==> src/rtl/tw_pkg.sv <==
package tw_pkg;
  typedef enum logic [1:0] {
    W_RAND = 2'd0,
    W_ZERO = 2'd1,
    W_ONE  = 2'd2
  } weight_e;

  function automatic weight_e decode_weight(input logic one_r, input logic zero_r);
    if (zero_r)     return W_ZERO;
    else if (one_r) return W_ONE;
    else            return W_RAND;
  endfunction
endpackage

==> src/rtl/tw_lfsr.sv <==
module tw_lfsr #(
  parameter int          W    = 16,
  parameter logic [W-1:0] SEED = 16'hACE1,
  parameter logic [W-1:0] TAPS = 16'hB400
) (
  input  logic         clk,
  input  logic         rst,
  input  logic         en,
  output logic [W-1:0] state
);
  logic fb;
  assign fb = ^(state & TAPS);

  always_ff @(posedge clk) begin
    if (rst)     state <= SEED;
    else if (en) state <= {state[W-2:0], fb};
  end
endmodule

==> src/rtl/tw_mask_ctl.sv <==
module tw_mask_ctl #(
  parameter int WIDTH = 10
) (
  input  logic                clk,
  input  logic                rst,
  input  logic                load,
  input  logic [WIDTH-1:0]    one_in,
  input  logic [WIDTH-1:0]    zero_in,
  output logic [WIDTH-1:0]    one_q,
  output logic [WIDTH-1:0]    zero_q,
  output tw_pkg::weight_e     wt_d [WIDTH],
  output tw_pkg::weight_e     wt_q [WIDTH]
);
  logic [WIDTH-1:0] one_d, zero_d;

  assign one_d  = load ? one_in  : one_q;
  assign zero_d = load ? zero_in : zero_q;

  always_ff @(posedge clk) begin
    if (rst) begin
      one_q  <= '0;
      zero_q <= '0;
    end else begin
      one_q  <= one_d;
      zero_q <= zero_d;
    end
  end

  for (genvar i = 0; i < WIDTH; i++) begin : g_dec
    assign wt_d[i] = tw_pkg::decode_weight(one_d[i], zero_d[i]);
    assign wt_q[i] = tw_pkg::decode_weight(one_q[i], zero_q[i]);
  end


  mask_capture_chk: assert property (@(posedge clk) disable iff (rst)
    load |=> (one_q == $past(one_in)) && (zero_q == $past(zero_in)));
endmodule

==> src/rtl/tw_cell.sv <==
module tw_cell (
  input  logic             clk,
  input  logic             rst,
  input  logic             en,
  input  tw_pkg::weight_e  wt_d,
  input  tw_pkg::weight_e  wt_q,
  input  logic             rnd_bit,
  input  logic             cin,
  output logic             a_q,
  output logic             cout
);
  logic b_q;
  logic sum;

  assign sum  = a_q ^ b_q ^ cin;
  assign cout = (a_q & b_q) | (cin & (a_q ^ b_q));

  always_ff @(posedge clk) begin
    if (rst) begin
      a_q <= 1'b0;
      b_q <= 1'b0;
    end else begin
      case (wt_d)
        tw_pkg::W_ONE: begin
          a_q <= 1'b1;
          b_q <= 1'b0;
        end
        tw_pkg::W_ZERO: begin
          a_q <= 1'b0;
          b_q <= 1'b1;
        end
        default: begin
          if (en) begin
            a_q <= sum;
            b_q <= rnd_bit;
          end
        end
      endcase
    end
  end


  forced_one_chk: assert property (@(posedge clk) disable iff (rst)
    (wt_q == tw_pkg::W_ONE) |-> (a_q && !b_q));


  forced_zero_chk: assert property (@(posedge clk) disable iff (rst)
    (wt_q == tw_pkg::W_ZERO) |-> (!a_q && b_q));


  carry_pass_chk: assert property (@(posedge clk) disable iff (rst)
    (wt_q != tw_pkg::W_RAND) |-> (cout == cin));
endmodule

==> src/rtl/tw_pattern_gen.sv <==
module tw_pattern_gen #(
  parameter int              WIDTH  = 10,
  parameter int              LFSR_W = 16,
  parameter logic [LFSR_W-1:0] SEED = 16'hACE1,
  parameter logic [LFSR_W-1:0] TAPS = 16'hB400
) (
  input  logic             clk,
  input  logic             rst,
  input  logic             en,
  input  logic             mask_load,
  input  logic [WIDTH-1:0] one_req,
  input  logic [WIDTH-1:0] zero_req,
  output logic [WIDTH-1:0] pattern
);
  logic [LFSR_W-1:0] lfsr_q;
  logic [WIDTH-1:0]  one_q, zero_q;
  logic [WIDTH-1:0]  cout_v;
  logic [WIDTH-1:0]  cin_v;
  logic [WIDTH-1:0]  a_v;
  tw_pkg::weight_e   wt_d [WIDTH];
  tw_pkg::weight_e   wt_q [WIDTH];

  tw_lfsr #(.W(LFSR_W), .SEED(SEED), .TAPS(TAPS)) u_lfsr (
    .clk   (clk),
    .rst   (rst),
    .en    (en),
    .state (lfsr_q)
  );

  tw_mask_ctl #(.WIDTH(WIDTH)) u_mask (
    .clk     (clk),
    .rst     (rst),
    .load    (mask_load),
    .one_in  (one_req),
    .zero_in (zero_req),
    .one_q   (one_q),
    .zero_q  (zero_q),
    .wt_d    (wt_d),
    .wt_q    (wt_q)
  );

  for (genvar i = 0; i < WIDTH; i++) begin : g_cell
    localparam int RIDX = i % LFSR_W;
    if (i == 0) begin : g_lsb
      assign cin_v[i] = 1'b0;
    end else begin : g_up
      assign cin_v[i] = cout_v[i-1];
    end
    tw_cell u_cell (
      .clk     (clk),
      .rst     (rst),
      .en      (en),
      .wt_d    (wt_d[i]),
      .wt_q    (wt_q[i]),
      .rnd_bit (lfsr_q[RIDX]),
      .cin     (cin_v[i]),
      .a_q     (a_v[i]),
      .cout    (cout_v[i])
    );
  end

  assign pattern = a_v;


  all_forced_no_carry_chk: assert property (@(posedge clk) disable iff (rst)
    (&(one_q | zero_q)) |-> !cout_v[WIDTH-1]);


  lfsr_nonzero_chk: assert property (@(posedge clk) disable iff (rst)
    lfsr_q != '0);


  idle_hold_chk: assert property (@(posedge clk) disable iff (rst)
    (!en && !mask_load) |=> $stable(pattern));
endmodule

==> config.mk <==
export PLATFORM = sky130hd
export DESIGN_NAME = tw_pattern_gen
export DESIGN_NICKNAME = d
export VERILOG_FILES = /design/src/rtl/tw_pkg.sv /design/src/rtl/tw_lfsr.sv /design/src/rtl/tw_mask_ctl.sv /design/src/rtl/tw_cell.sv /design/src/rtl/tw_pattern_gen.sv
export SDC_FILE = /design/constraint.sdc
export NUM_CORES = 1
export LEC_CHECK = 0
export ABC_AREA = 1
export BUFFER_PORTS_ARGS = -buffer_cell sky130_fd_sc_hd__buf_4
export CORE_MARGIN = 2
export CORE_UTILIZATION = 52
export CTS_BUF_LIST = sky130_fd_sc_hd__clkbuf_8
export CTS_CLUSTER_SIZE = 28
export DETAILED_ROUTE_END_ITERATION = 7
export PLACE_DENSITY = 0.76
export SKIP_CTS_REPAIR_TIMING = 1
export SKIP_LAST_GASP = 1
export SLEW_MARGIN = 20
export SYNTH_ARGS = -nofsm -noshare
export SYNTH_HDL_FRONTEND = slang
export SYNTH_SLANG_ARGS = --single-unit
==> constraint.sdc <==
create_clock -name clk -period 6.32 [get_ports clk]
set_input_delay 0.948 -clock clk [delete_from_list [all_inputs] [get_ports clk]]
set_output_delay 0.948 -clock clk [all_outputs]
set_load 0.1 [all_outputs]
==> results_dict.tcl <==
set metrics [dict create \
    rsz0062_at_grt "false" \
    grt_util_met3_pct 4.74 \
    cellPowerDensity_nw_per_um2 259 \
    hold_violations 0 \
    grt_util_met1_pct 24.0 \
    cp.arrival_ps 4130 \
    area.growth.synth_to_final_pct 8.08 \
    rows 26 \
    globalRoute.busiestLayer "met2" \
    syn_avg_cell_area_um2 7.78 \
    ys_ff_latch 56 \
    fmax_mhz 254 \
    p_sw_mw 0.231 \
    synth-warning-count 0 \
    start_kind "flop" \
    syn_area_um2 2710 \
    syn_nets 381 \
    drt-initial-drc-count 89 \
    path_clk_slew_ps 100 \
    regToRegSetupSlack_ps 2380 \
    drive_above_1_share_pct 19.7 \
    grt_max_degree 43 \
    routed_via_density 4.90 \
    drt_wl_total_um 4940 \
    cts_tree "yes" \
    ys_seq_area_share_pct 41.4 \
    power.static_leakage_nw 1.40 \
    fin_crit_ps 3940 \
    clock_path_buffers 2 \
    vias 2112 \
    muxShareOfSynthArea_pct 0 \
    cp-startpoint "g_cell[0].u_cell.a_q" \
    wire_per_inst_um 11.5 \
    rr_startpoint "g_cell[0].u_cell.a_q" \
    finalSetupViolations 0 \
    clkPwrFrac_pct 27.4 \
    holdPathStages 2 \
    grtUsageTotal_pct 18.4 \
    synth_xor_area_share_pct 0.647 \
    fp.dieH_um 76.2 \
    insertedDiodeCount 0 \
    die_area_um2 5800 \
    ys_types 30 \
    ir_worst_vdd_mv 0.154 \
    worstSetupEndpointType "flop" \
    clock_sinks 56 \
    synth_top_family_by_area "simple AND/OR/NAND/NOR gates" \
    nets 394 \
    synth_simple_gate_area_share_pct 25.9 \
    max_cap_violations 0 \
    fin_util_pct 57.7 \
    netSwitchingFraction_pct 30.4 \
    pwr-share-comb_pct 20.8 \
    ant_nets 0 \
    r2r_cells 16 \
    p_int_mw 0.529 \
    antenna_found_initial 0 \
    start_util_pct 53.4 \
    status "complete, no violations" \
    root_buffer "clkbuf_8" \
    dpl.hpwl_um 3320 \
    timing.rr.end "g_cell[8].u_cell.a_q" \
    routabilityCongestion 0.773 \
    grt_overflow 0 \
    fin_worst_skew_ps 6.69 \
    hp-class "reg2reg" \
    finalCritPeriodShare_pct 62.3 \
    clock_latency_ps 310 \
    synthTopCellsByArea "dfxtp_1, nand2_1, fa_1, nor2_1, a21oi_1" \
    crit_path_end "g_cell[8].u_cell.a_q" \
    synth_fa_ha_area_share_pct 6.37 \
    worst_pin_slew_ps 584 \
    seq_power_share_pct 51.8 \
    grt_pass1_vias 1915 \
    coreArea_um2 5070 \
    p_total_mw 0.760 \
    relSlewSlack_pct 61.0 \
    die_x_um 76.2 \
    synth_compound_area_share_pct 12.6 \
    grt_pass1_wl_um 8720 \
    critical_path_class "reg2reg" \
    use_met2_pct 29.9 \
    fin_setup_tns_ps 0 \
    cts_made_buffers 5 \
    synth.top_cell.area_share_pct 41.4 \
    critPathMaxFanout 3 \
    drt-pass1-iter-count 5 \
    worstPathRequired_ps 6510 \
    syn_inst 348 \
    drcViolationCount 0 \
    htree_levels 2 \
    synth_area_leader_cell "dfxtp_1" \
    port_buffers 33 \
    maxSlewViolCount 0 \
    pin_count 34 \
    min_from "u_lfsr.state[7]" \
]
-- final cells by class --
cell class	instances	area [um2]
Tap cell	70	87.6
Inverter	37	141
Timing Repair Buffer	33	248
Sequential cell	56	1120
Clock buffer	7	96.3
Fill cell	481	2150
Multi-Input combinational cell	228	1230
-- flip-flops by register name, summed over array words and instances (netlist names) --
register           cells
g_cell.u_cell.b_q     10
u_mask.one_q          10
u_lfsr.state          16
u_mask.zero_q         10
g_cell.u_cell.a_q     10
-- cells by family (layout without fill, tap and decap cells) --
group,Yosys count,in the layout
compound gates,56,56
buf+inv,64,77
fa+ha+maj,9,9
xor+xnor,2,2
flops,56,56
simple gates,161,161
-- worst min path at each step --
stage / end / slack, ps
floorplan: u_lfsr.state[5] / 430
global placement: u_lfsr.state[7] / 440
detailed placement: u_lfsr.state[7] / 450
CTS: u_lfsr.state[7] / 470
global route: u_lfsr.state[2] / 490
finish: u_lfsr.state[7] / 460
-- cell usage in the layout, fill, tap and decap left out --
master,count
nand2_1,78
dfxtp_1,56
nor2_1,41
inv_1,34
buf_4,33
a21oi_1,28
nand3_1,18
o21ai_2,10
nand2_2,8
o21ai_0,8
fa_1,8
clkbuf_8,7
nand4_1,6
or2_2,4
nand2_4,3
a21boi_0,3
a21oi_2,3
or2_1,2
o211ai_1,2
o21ai_1,2
inv_4,1
inv_2,1
clkinv_1,1
xor2_1,1
xnor2_1,1
nor2_2,1
ha_1,1
-- critical path: stages, from the launching register on --
cell      delay, ps
dfxtp_1         340
ha_1            190
fa_1            380
fa_1            360
inv_1            70
fa_1            200
fa_1            190
inv_1            60
fa_1            420
inv_1            90
fa_1            160
inv_1            50
fa_1            440
fa_1            480
nand2_1          70
a21boi_0        240
a21oi_2          80
-- routing by layer --
metal / share of wire (%) / vias to the layer above
li1: - / 1105
met1: 48 / 959
met2: 47 / 39
met3: 3.6 / 9
met4: 1.6 / 0
met5: 0 / -
-- power groups by stage --
stage	registers, mW	clock network [mW]	logic, mW
after floorplan	0.398	0	0.136
after global placement	0.401	0	0.155
after detailed placement	0.402	0	0.158
after CTS	0.394	0.213	0.159
after global routing	0.397	0.226	0.177
final	0.394	0.208	0.158
-- stage by stage --
step	worst slack (ps)	cells	instance area, um2	hold slack, ps
6_report	2380	431	2930	464
5_1_grt	2130	431	2930	487
4_1_cts	2350	431	2930	468
3_5_place_dp	2410	424	2830	447
3_3_place_gp	2480	424	2830	440
2_1_floorplan	2590	348	2710	429
-- synth_stat cells --
cell	n
nand2_1	78
dfxtp_1	56
nor2_1	41
inv_1	34
a21oi_1	28
nand3_1	18
buf_4	12
o21ai_2	10
fa_1	8
nand2_2	8
o21ai_0	8
buf_6	6
nand4_1	6
buf_2	4
clkbuf_1	4
or2_2	4
a21boi_0	3
a21oi_2	3
nand2_4	3
o211ai_1	2
o21ai_1	2
or2_1	2
buf_12	1
clkinv_1	1
ha_1	1
inv_2	1
inv_4	1
nor2_2	1
xnor2_1	1
xor2_1	1
Power figures use the tool's default switching activity.
